--- src/rtl/mo_pkg.sv ---
package mo_pkg;

    typedef enum logic [1:0] {
        AV_OK      = 2'd0,
        AV_LQ_FULL = 2'd1,
        AV_SQ_FULL = 2'd2
    } avail_e;

    typedef enum logic [1:0] {
        LG_NONE   = 2'd0,
        LG_OPEN   = 2'd1,
        LG_CLOSED = 2'd2
    } lg_state_e;

endpackage

--- src/rtl/mo_queue_ctr.sv ---
module mo_queue_ctr #(
    parameter int DEPTH = 4,
    parameter int UNB_W = 8
) (
    input  logic clk,
    input  logic rst_n,
    input  logic take_i,
    input  logic rel_i,
    output logic full_o
);
    localparam int CNT_W = (DEPTH == 0) ? UNB_W : $clog2(DEPTH + 1);

    logic [CNT_W-1:0] used_q;
    logic [CNT_W-1:0] used_eff;

    always_comb begin
        used_eff = used_q - CNT_W'(rel_i && (used_q != '0));
    end

    generate
        if (DEPTH == 0) begin : g_unbounded
            assign full_o = 1'b0;
        end else begin : g_bounded
            assign full_o = (used_eff == CNT_W'(DEPTH));

            // bounded occupancy never exceeds the depth
            a_r1_no_overflow: assert property (@(posedge clk) disable iff (!rst_n)
                used_q <= CNT_W'(DEPTH));
        end
    endgenerate

    always_ff @(posedge clk) begin
        if (!rst_n) begin
            used_q <= '0;
        end else begin
            used_q <= used_eff + CNT_W'(take_i);
        end
    end

    // an entry is never taken from a full queue
    a_r3_take_not_full: assert property (@(posedge clk) disable iff (!rst_n)
        full_o |-> !take_i);

endmodule

--- src/rtl/mo_gid_alloc.sv ---
module mo_gid_alloc #(
    parameter int GID_W = 4
) (
    input  logic             clk,
    input  logic             rst_n,
    input  logic             adv_i,
    output logic [GID_W-1:0] id_o
);
    localparam logic [GID_W-1:0] ID_MAX = '1;
    localparam logic [GID_W-1:0] ID_FIRST = GID_W'(1);

    logic [GID_W-1:0] id_q;

    always_ff @(posedge clk) begin
        if (!rst_n) begin
            id_q <= ID_FIRST;
        end else if (adv_i) begin
            id_q <= (id_q == ID_MAX) ? ID_FIRST : id_q + ID_FIRST;
        end
    end

    assign id_o = id_q;

    // zero is reserved and never handed out
    a_r9_never_zero: assert property (@(posedge clk) disable iff (!rst_n)
        id_o != '0);

    // numbering wraps from the top value back to one
    a_r9_wrap: assert property (@(posedge clk) disable iff (!rst_n)
        (adv_i && id_o == ID_MAX) |=> id_o == ID_FIRST);

endmodule

--- src/rtl/mo_dispatch.sv ---
module mo_dispatch
    import mo_pkg::*;
#(
    parameter int GID_W    = 4,
    parameter int LQ_DEPTH = 4,
    parameter int SQ_DEPTH = 3,
    parameter int UNB_W    = 8,
    parameter bit NO_ALIAS = 1'b0
) (
    input  logic             clk,
    input  logic             rst_n,
    input  logic             disp_valid,
    input  logic             disp_load,
    input  logic             disp_store,
    input  logic             disp_side,
    input  logic             ld_retire,
    input  logic             st_commit,
    output logic [1:0]       status_o,
    output logic             accept_o,
    output logic [GID_W-1:0] gid_o,
    output logic             dep_st_vld_o,
    output logic [GID_W-1:0] dep_st_gid_o,
    output logic             dep_ld_vld_o,
    output logic [GID_W-1:0] dep_ld_gid_o,
    output logic             dep_bar_vld_o,
    output logic [GID_W-1:0] dep_bar_gid_o
);
    lg_state_e        state_q, state_d;
    avail_e           status;
    logic             lq_full, sq_full;
    logic             accept, join_grp, new_grp;
    logic             st_e, ld_e, bar_e;
    logic [GID_W-1:0] alloc_id, gid;
    logic [GID_W-1:0] cur_ld_q, cur_st_q, cur_bar_q;

    mo_queue_ctr #(.DEPTH(LQ_DEPTH), .UNB_W(UNB_W)) u_lq (
        .clk(clk), .rst_n(rst_n),
        .take_i(accept && disp_load), .rel_i(ld_retire), .full_o(lq_full)
    );

    mo_queue_ctr #(.DEPTH(SQ_DEPTH), .UNB_W(UNB_W)) u_sq (
        .clk(clk), .rst_n(rst_n),
        .take_i(accept && disp_store), .rel_i(st_commit), .full_o(sq_full)
    );

    mo_gid_alloc #(.GID_W(GID_W)) u_gid (
        .clk(clk), .rst_n(rst_n), .adv_i(new_grp), .id_o(alloc_id)
    );

    // State register and current-group registers
    always_ff @(posedge clk) begin
        if (!rst_n) begin
            state_q   <= LG_NONE;
            cur_ld_q  <= '0;
            cur_st_q  <= '0;
            cur_bar_q <= '0;
        end else begin
            state_q <= state_d;
            if (accept && disp_store)              cur_st_q  <= gid;
            if (accept && disp_load)               cur_ld_q  <= gid;
            if (accept && disp_load && disp_side)  cur_bar_q <= gid;
        end
    end

    // Next state: T_OPEN, T_SEAL, T_ALIAS
    always_comb begin
        state_d = state_q;
        if (accept) begin
            unique case (state_q)
                LG_NONE, LG_CLOSED: begin
                    if (disp_load)
                        state_d = (disp_store || disp_side) ? LG_CLOSED : LG_OPEN;
                end
                LG_OPEN: begin
                    if (disp_load)
                        state_d = (disp_store || disp_side) ? LG_CLOSED : LG_OPEN;
                    else if (!NO_ALIAS)
                        state_d = LG_CLOSED;
                end
                default: state_d = LG_NONE;
            endcase
        end
    end

    // Outputs: status, acceptance, group number and ordering edges
    always_comb begin
        status = AV_OK;
        if (disp_load && lq_full)
            status = AV_LQ_FULL;
        else if (disp_store && sq_full)
            status = AV_SQ_FULL;

        accept   = disp_valid && (disp_load || disp_store) && (status == AV_OK);
        join_grp = accept && disp_load && !disp_store && !disp_side
                   && (state_q == LG_OPEN);
        new_grp  = accept && !join_grp;

        gid = '0;
        if (join_grp)     gid = cur_ld_q;
        else if (new_grp) gid = alloc_id;

        st_e  = new_grp && (cur_st_q != '0)
                && (disp_store || (disp_load && !NO_ALIAS));
        ld_e  = new_grp && (cur_ld_q != '0)
                && (disp_store || (disp_load && disp_side))
                && !(st_e && cur_ld_q == cur_st_q);
        bar_e = new_grp && disp_load && (cur_bar_q != '0)
                && !(st_e && cur_bar_q == cur_st_q)
                && !(ld_e && cur_bar_q == cur_ld_q);
    end

    assign status_o      = status;
    assign accept_o      = accept;
    assign gid_o         = gid;
    assign dep_st_vld_o  = st_e;
    assign dep_st_gid_o  = st_e  ? cur_st_q  : '0;
    assign dep_ld_vld_o  = ld_e;
    assign dep_ld_gid_o  = ld_e  ? cur_ld_q  : '0;
    assign dep_bar_vld_o = bar_e;
    assign dep_bar_gid_o = bar_e ? cur_bar_q : '0;

    // a nonzero status refuses the operation in the same cycle
    a_r2_refuse: assert property (@(posedge clk) disable iff (!rst_n)
        (status_o != 2'd0) |-> !accept_o);

    // an accepted operation always carries a real group number
    a_r9_accept_gid: assert property (@(posedge clk) disable iff (!rst_n)
        accept_o |-> gid_o != '0);

    // an accepted store becomes the current store group
    a_r4_store_tracked: assert property (@(posedge clk) disable iff (!rst_n)
        (accept_o && disp_store) |=> cur_st_q == $past(gid_o));

    // a fence load always leaves the load group closed
    a_r11_fence_seals: assert property (@(posedge clk) disable iff (!rst_n)
        (accept_o && disp_load && disp_side) |=> state_q == LG_CLOSED);

    // a joining load emits no edge
    a_r6_join_quiet: assert property (@(posedge clk) disable iff (!rst_n)
        (accept_o && state_q == LG_OPEN && disp_load && !disp_store && !disp_side)
        |-> (!dep_st_vld_o && !dep_ld_vld_o && !dep_bar_vld_o));

endmodule

--- config.mk ---
export PLATFORM = sky130hd
export DESIGN_NAME = mo_dispatch
export DESIGN_NICKNAME = d
export VERILOG_FILES = /design/src/rtl/mo_pkg.sv /design/src/rtl/mo_queue_ctr.sv /design/src/rtl/mo_gid_alloc.sv /design/src/rtl/mo_dispatch.sv
export SDC_FILE = /design/constraint.sdc
export NUM_CORES = 1
export LEC_CHECK = 0
export BUFFER_PORTS_ARGS = -buffer_cell sky130_fd_sc_hd__buf_4
export CAP_MARGIN = 20
export CORE_ASPECT_RATIO = 1.75
export CORE_MARGIN = 4
export CORE_UTILIZATION = 48
export DETAILED_ROUTE_END_ITERATION = 12
export PLACE_DENSITY = 0.69
export SLEW_MARGIN = 10
export SYNTH_ARGS = -nofsm -noshare
export SYNTH_HDL_FRONTEND = slang
export SYNTH_SLANG_ARGS = --single-unit
--- constraint.sdc ---
create_clock -name clk -period 3.02 [get_ports clk]
set_input_delay 0.604 -clock clk [delete_from_list [all_inputs] [get_ports clk]]
set_output_delay 0.604 -clock clk [all_outputs]
set_load 0.005 [all_outputs]
# --- Word-level counts from Yosys, hierarchy flattened ---
# Index checks and enable logic that the tools add are counted.
classes:
  add_sub_neg: 5
  n_mul: 0
  div: 0
  magnitude_cmp: 0
  n_eq_ne: 9
  n_shift: 0
  n_mux: 12
  bitwise_logic: 0
  reduce_logical: 44
ops:
  columns: ["cell", "n"]
  rows:
  - ["$logic_and A1 B1 Y1", 26]
  - ["$mux W4", 6]
  - ["$eq A4 B4 Y1", 3]
  - ["$reduce_bool A4 Y1", 3]
  - ["$mux W2", 5]
  - ["$logic_not A1 Y1", 6]
  - ["$add A4 B1 Y4 const B", 1]
  - ["$eq A2 B2 Y1 const B", 2]
  - ["$eq A4 B4 Y1 const B", 1]
  - ["$logic_not A2 Y1", 2]
  - ["$pmux W2 S2", 1]
  - ["$add A3 B1 Y3", 1]
  - ["$eq A3 B3 Y1 const B", 1]
  - ["$logic_or A1 B1 Y1", 3]
  - ["$reduce_bool A3 Y1", 1]
  - ["$sub A3 B1 Y3", 1]
  - ["$add A2 B1 Y2", 1]
  - ["$eq A2 B1 Y1 const B", 1]
  - ["$ne A2 B2 Y1 const B", 1]
  - ["$reduce_and A2 Y1", 1]
  - ["$reduce_bool A2 Y1", 1]
  - ["$reduce_or A2 Y1", 1]
  - ["$sub A2 B1 Y2", 1]
word_totals:
  ff_bits: 23
  latch_bits: 0
  mem_bits_rw: 0
  mem_bits_ro: 0
  inputBits: 8
  elab_cells: 77
  memories: 0

# --- Depth between registers and ports, before layout ---
depth:
  word_depth: 24
  mapped_depth: 11
  mapped_depth_nobuf: 10

# --- Cells and area by module ---
# Synthesis repeated with hierarchy kept, for this count alone.
unflattened:
  cells_unflattened: 164
  area_unflattened_um2: 1432.6
modules_own_cells:
  columns: ["mod", "instances", "cells_each", "area_per_inst_um2", "seq_area_each_um2"]
  rows:
  - ["mo_dispatch", 1, 114, 952.2, 280.3]
  - ["mo_queue_ctr (u_lq)", 1, 19, 182.7, 60.1]
  - ["mo_gid_alloc", 1, 18, 178.9, 80.1]
  - ["mo_queue_ctr (u_sq)", 1, 13, 118.9, 40.0]

# --- Least setup slack after synthesis ---
# Ideal clock, no wire load.
synth_timing:
  path_kind: "in2out"
  from: "input port ld_retire"
  to: "output port dep_bar_gid_o[0]"
  t_arrival_ns: 2.241
  required_time_ns: 2.416
  slack_ns: 0.175
  cell_stages: 8
  path_buffers: 1
  path_cell_list: "o31a_1 ha_1 ha_1 xnor2_1 a2bb2oi_2 nand3_2 buf_4 nor4b_1"
synth_via:
  elab_chain_len: 22
  word_cells_on_any_way: 29
synth_lines:
  columns: ["element", "line", "source"]
  rows:
  - ["from (decl)", "mo_dispatch.sv:16", "input logic ld_retire,"]
  - ["$logic_and A1 B1 Y1 (*)", "mo_queue_ctr.sv:17", "used_eff = used_q - CNT_W'(rel_i && (used_q != '0));"]
  - ["$sub A3 B1 Y3 (*)", "mo_queue_ctr.sv:17", null]
  - ["$eq A3 B3 Y1 (*)", "mo_queue_ctr.sv:24", "assign full_o = (used_eff == CNT_W'(DEPTH));"]
  - ["$logic_and A1 B1 Y1 (*)", "mo_dispatch.sv:88", "if (disp_load && lq_full)"]
  - ["$mux W2 (*)", "mo_dispatch.sv:88", null]
  - ["$logic_not A2 Y1 (*)", "mo_dispatch.sv:93", "accept = disp_valid && (disp_load || disp_store) && (status == AV_OK);"]
  - ["$logic_and A1 B1 Y1 (*)", "mo_dispatch.sv:93", null]
  - ["$logic_and A1 B1 Y1 (3 in series)", "mo_dispatch.sv:94", "join_grp = accept && disp_load && !disp_store && !disp_side"]
  - ["(+4 left out)", null, null]
  - ["$logic_and A1 B1 Y1", "mo_dispatch.sv:103", "&& (disp_store || (disp_load && !NO_ALIAS));"]
  - ["$logic_and A1 B1 Y1", "mo_dispatch.sv:106", "&& !(st_e && cur_ld_q == cur_st_q);"]
  - ["$logic_not A1 Y1", "mo_dispatch.sv:106", null]
  - ["$logic_and A1 B1 Y1", "mo_dispatch.sv:106", null]
  - ["$logic_and A1 B1 Y1", "mo_dispatch.sv:109", "&& !(ld_e && cur_bar_q == cur_ld_q);"]
  - ["$logic_not A1 Y1", "mo_dispatch.sv:109", null]
  - ["$logic_and A1 B1 Y1 (*)", "mo_dispatch.sv:109", null]
  - ["$mux W4 (*)", "mo_dispatch.sv:120", "assign dep_bar_gid_o = bar_e ? cur_bar_q : '0;"]
  - ["to (decl)", "mo_dispatch.sv:26", "output logic [GID_W-1:0] dep_bar_gid_o"]
# Every way passes the cells marked *; elsewhere a longest branch is shown, timed or not.

# --- Worst setup path after layout ---
layout_timing:
  from: "register u_lq.used_q[1]"
  to: "output port dep_bar_gid_o[1]"
layout_via:
  elab_chain_len: 23
  word_cells_on_any_way: 30
layout_lines:
  columns: ["element", "line", "source"]
  rows:
  - ["from (decl)", "mo_queue_ctr.sv:13", "logic [CNT_W-1:0] used_q;"]
  - ["from (signal assigned)", "mo_queue_ctr.sv:36", "used_q <= used_eff + CNT_W'(take_i);"]
  - ["$reduce_bool A3 Y1", "mo_queue_ctr.sv:17", null]
  - ["$logic_and A1 B1 Y1", "mo_queue_ctr.sv:17", null]
  - ["$sub A3 B1 Y3 (*)", "mo_queue_ctr.sv:17", null]
  - ["$eq A3 B3 Y1 (*)", "mo_queue_ctr.sv:24", null]
  - ["$logic_and A1 B1 Y1 (*)", "mo_dispatch.sv:88", null]
  - ["$mux W2 (*)", "mo_dispatch.sv:88", null]
  - ["$logic_not A2 Y1 (*)", "mo_dispatch.sv:93", null]
  - ["$logic_and A1 B1 Y1 (*)", "mo_dispatch.sv:93", null]
  - ["(+7 left out)", null, null]
  - ["$logic_and A1 B1 Y1", "mo_dispatch.sv:103", null]
  - ["$logic_and A1 B1 Y1", "mo_dispatch.sv:106", null]
  - ["$logic_not A1 Y1", "mo_dispatch.sv:106", null]
  - ["$logic_and A1 B1 Y1", "mo_dispatch.sv:106", null]
  - ["$logic_and A1 B1 Y1", "mo_dispatch.sv:109", null]
  - ["$logic_not A1 Y1", "mo_dispatch.sv:109", null]
  - ["$logic_and A1 B1 Y1 (*)", "mo_dispatch.sv:109", null]
  - ["$mux W4 (*)", "mo_dispatch.sv:120", null]
# Marked as above.

==> results.json <==
{
  "finClkSkew_ns": 0.00284,
  "dpl-instance-area_um2": 1860,
  "dp_slack_ns": -0.0982,
  "antennaDiodeCount": 0,
  "powerDensity_nw_per_um2": 730,
  "clock_path_buffers": 2,
  "p_sw_uw": 617,
  "dp.cells": 263,
  "path_max_fanout": 8,
  "r2r_end": "u_lq.used_q[2]$_SDFF_PN0_",
  "rows": 26,
  "fin_crit_ns": 2.96,
  "yosys.area_share.adder": 0.0570,
  "synth_area_um2": 1540,
  "p_leak_nw": 0.871,
  "gp_congestion": 0.950,
  "clkLatencyLatePin_ns": 0.27,
  "worstSetupStartpointType": "flip-flop",
  "synthMuxAreaShare": 0.00651,
  "yosys.area.top_type": "dfxtp_1",
  "ys_seq_area_frac": 0.299,
  "internal_power_uw": 906,
  "avgSynthCellArea_um2": 8.18,
  "tightest_slew_ns": 0.887,
  "peakVddDrop_mv": 0.680,
  "fin_ws_ns": 0.0602,
  "critPathKind": "reg2out",
  "initial_utilization": 0.514,
  "grt_first_pass_wirelength_um": 7150,
  "cts.sinks": 23,
  "die_x_um": 50.8,
  "fin_area_um2": 2080,
  "fin_util": 0.696,
  "pwr-share-comb": 0.586,
  "die_area_um2": 4210,
  "drcViolationCount": 0,
  "ys.flop_type": "dfxtp_1",
  "first_pass_iters": 4,
  "fin_nets": 245,
  "grt.overflow.total": 0,
  "die_h_um": 82.9,
  "syn2layout_area_growth_pct": 35.6,
  "crit_path_end_kind": "output port",
  "reg2reg_depth": 11,
  "status": "finished clean",
  "ys_async_sr_fraction": 0,
  "finalHoldViolations": 0,
  "syn_nets": 203,
  "maxCapViolCount": 0,
  "synth_cells": 188,
  "timing.fmax_mhz": 338,
  "r2r_slack_ns": 0.39,
  "antenna_found_initial": 0,
  "ys_top_cells_by_count": "23 x dfxtp_1, 13 x inv_1, 13 x nor2_1",
  "r2r-start": "u_lq.used_q[1]$_SDFF_PN0_",
  "synth_area_leaders": "dfxtp_1 30%, ha_1 5.7%, xnor2_1 4.6%",
  "report.final.setup_viol": 0,
  "synth_compound_area_frac": 0.226,
  "arrival_ns": 2.36,
  "p_clk_frac": 0.126,
  "wl_per_cell_um": 16.0,
  "numCtsBuffers": 3,
  "synth-edff-count": 0,
  "clk_pin_slew_ns": 0.08,
  "grt_max_degree": 17,
  "synth.most_common_cell": "dfxtp_1",
  "via_count": 1594,
  "place_hpwl_um": 3290,
  "ys_warn_count": 0,
  "synth-seq-cells": 23,
  "antenna_left": 0,
  "wl_um": 4350,
  "synth_top_family_by_area": "simple AND/OR/NAND/NOR gates",
  "relSlewSlack": 0.406,
  "whs_ns": 0.491,
  "ys_types": 43,
  "min_from": "state_q[1]$_SDFFE_PN0P_",
  "cts-root-buf": "clkbuf_8",
  "hold_depth": 2,
  "fin_crit_sh": 0.980,
  "synth_top_area_frac": 0.299,
  "synthSimpleGateAreaFrac": 0.247,
  "track_usage": 0.216,
  "pin_count": 30,
  "critical_path_required_ns": 2.42,
  "drt_iter0_markers": 47,
  "grt_pass1_vias": 1519,
  "synth_xor_area_frac": 0.0854,
  "port_buffers": 29,
  "netSwitchingFraction": 0.405,
  "htree_levels": 1,
  "cts_tree": "yes",
  "vias_per_cell": 5.88,
  "fin_cells": 271,
  "hp-class": "reg2reg",
  "final_layout_size_suffix_gt1_frac": 0.323,
  "seqPwrFrac": 0.288,
  "core_area_um2": 2990,
  "final_max_slew_viol_count": 0,
  "min_to": "state_q[1]$_SDFFE_PN0P_"
}
-- how the worst max path moves through the flow --
stage | start | to
2_1_floorplan | ld_retire | dep_bar_gid_o[0]
3_3_place_gp | ld_retire | dep_bar_gid_o[1]
3_5_place_dp | ld_retire | dep_bar_gid_o[2]
4_1_cts | u_lq.used_q[1]$_SDFF_PN0_ | dep_ld_gid_o[2]
5_1_grt | u_lq.used_q[1]$_SDFF_PN0_ | dep_bar_gid_o[1]
6_report | u_lq.used_q[1]$_SDFF_PN0_ | dep_bar_gid_o[1]
-- registers in the layout, indices dropped and copies added, names as in the netlist --
signal / count
cur_bar_q: 4
cur_ld_q: 4
cur_st_q: 4
u_gid.id_o: 4
u_lq.used_q: 3
state_q: 2
u_sq.used_q: 2
-- stage by stage --
step           setup TNS (ns)  power [mW]
2_1_floorplan               0       0.879
3_3_place_gp                0        1.11
3_5_place_dp           -0.359        1.15
4_1_cts               -0.0294        1.38
5_1_grt               -0.0443        1.64
6_report                    0        1.52
-- power groups by stage --
stage                     registers (mW)  clock network [mW]  logic [mW]
final                              0.438               0.192       0.892
after global routing               0.449               0.209       0.978
after CTS                          0.435               0.194       0.755
after detailed placement           0.440                   0       0.705
after global placement             0.437                   0       0.675
after floorplan                    0.421                   0       0.458
-- area by class of cell --
type / instances / area [um2]
fill: 241 / 908
inverter: 13 / 48.8
sequential: 23 / 462
timing repair buffer: 50 / 383
tap: 42 / 52.6
multi-input combinational: 139 / 1090
clock buffer: 4 / 45.0
-- repair_timing --
action,4_1_cts,5_1_grt
buffers inserted,2,3
resized for setup,6,19
hold buffers,0,0
pin swaps,1,4
setup endpoints to repair,14,19
-- layer usage --
metal,vias up,track usage,part of all wire
met5,-,0,0
met4,0,0.0956,0.029
met3,12,0.0161,0.042
met2,55,0.398,0.55
met1,763,0.241,0.38
li1,764,-,-
-- cells in the final DEF, fill, tap and decap left out, drive strengths merged, types with 4 or more instances in the layout --
| master | synthesis | final |
|---|---|---|
| nor2 | 13 | 13 |
| nand2 | 10 | 10 |
| and2 | 8 | 8 |
| nor3 | 10 | 10 |
| dfxtp | 23 | 23 |
| a31oi | 9 | 9 |
| a211oi | 9 | 9 |
| nand3 | 4 | 4 |
| nor4b | 4 | 4 |
| buf | 8 | 50 |
| xor2 | 7 | 7 |
| inv | 13 | 13 |
| a21oi | 11 | 11 |
| xnor2 | 8 | 8 |
| ha | 7 | 7 |
| clkbuf | 5 | 4 |
| nor4 | 5 | 5 |
| a311oi | 4 | 4 |
-- cells by family (layout without fill, tap and decap cells) --
group / after synthesis / in the layout
XOR/XNOR: 15 / 15
flip-flops: 23 / 23
AO/OA/AOI/OAI: 47 / 47
buffers and inverters: 26 / 67
adder cells (fa/ha/maj): 7 / 7
AND/OR/NAND/NOR: 69 / 69
multiplexers: 1 / 1
-- worst max-delay path: stages (launching register included) --
cell and delay, ns:
dfxtp_2 0.32, o31a_1 0.30, ha_2 0.17, ha_2 0.18
xnor2_2 0.20, a2bb2oi_4 0.24, nand3_4 0.18, nor4b_2 0.32
buf_4 0.16
No activity file was read; power rests on OpenSTA's default activity.
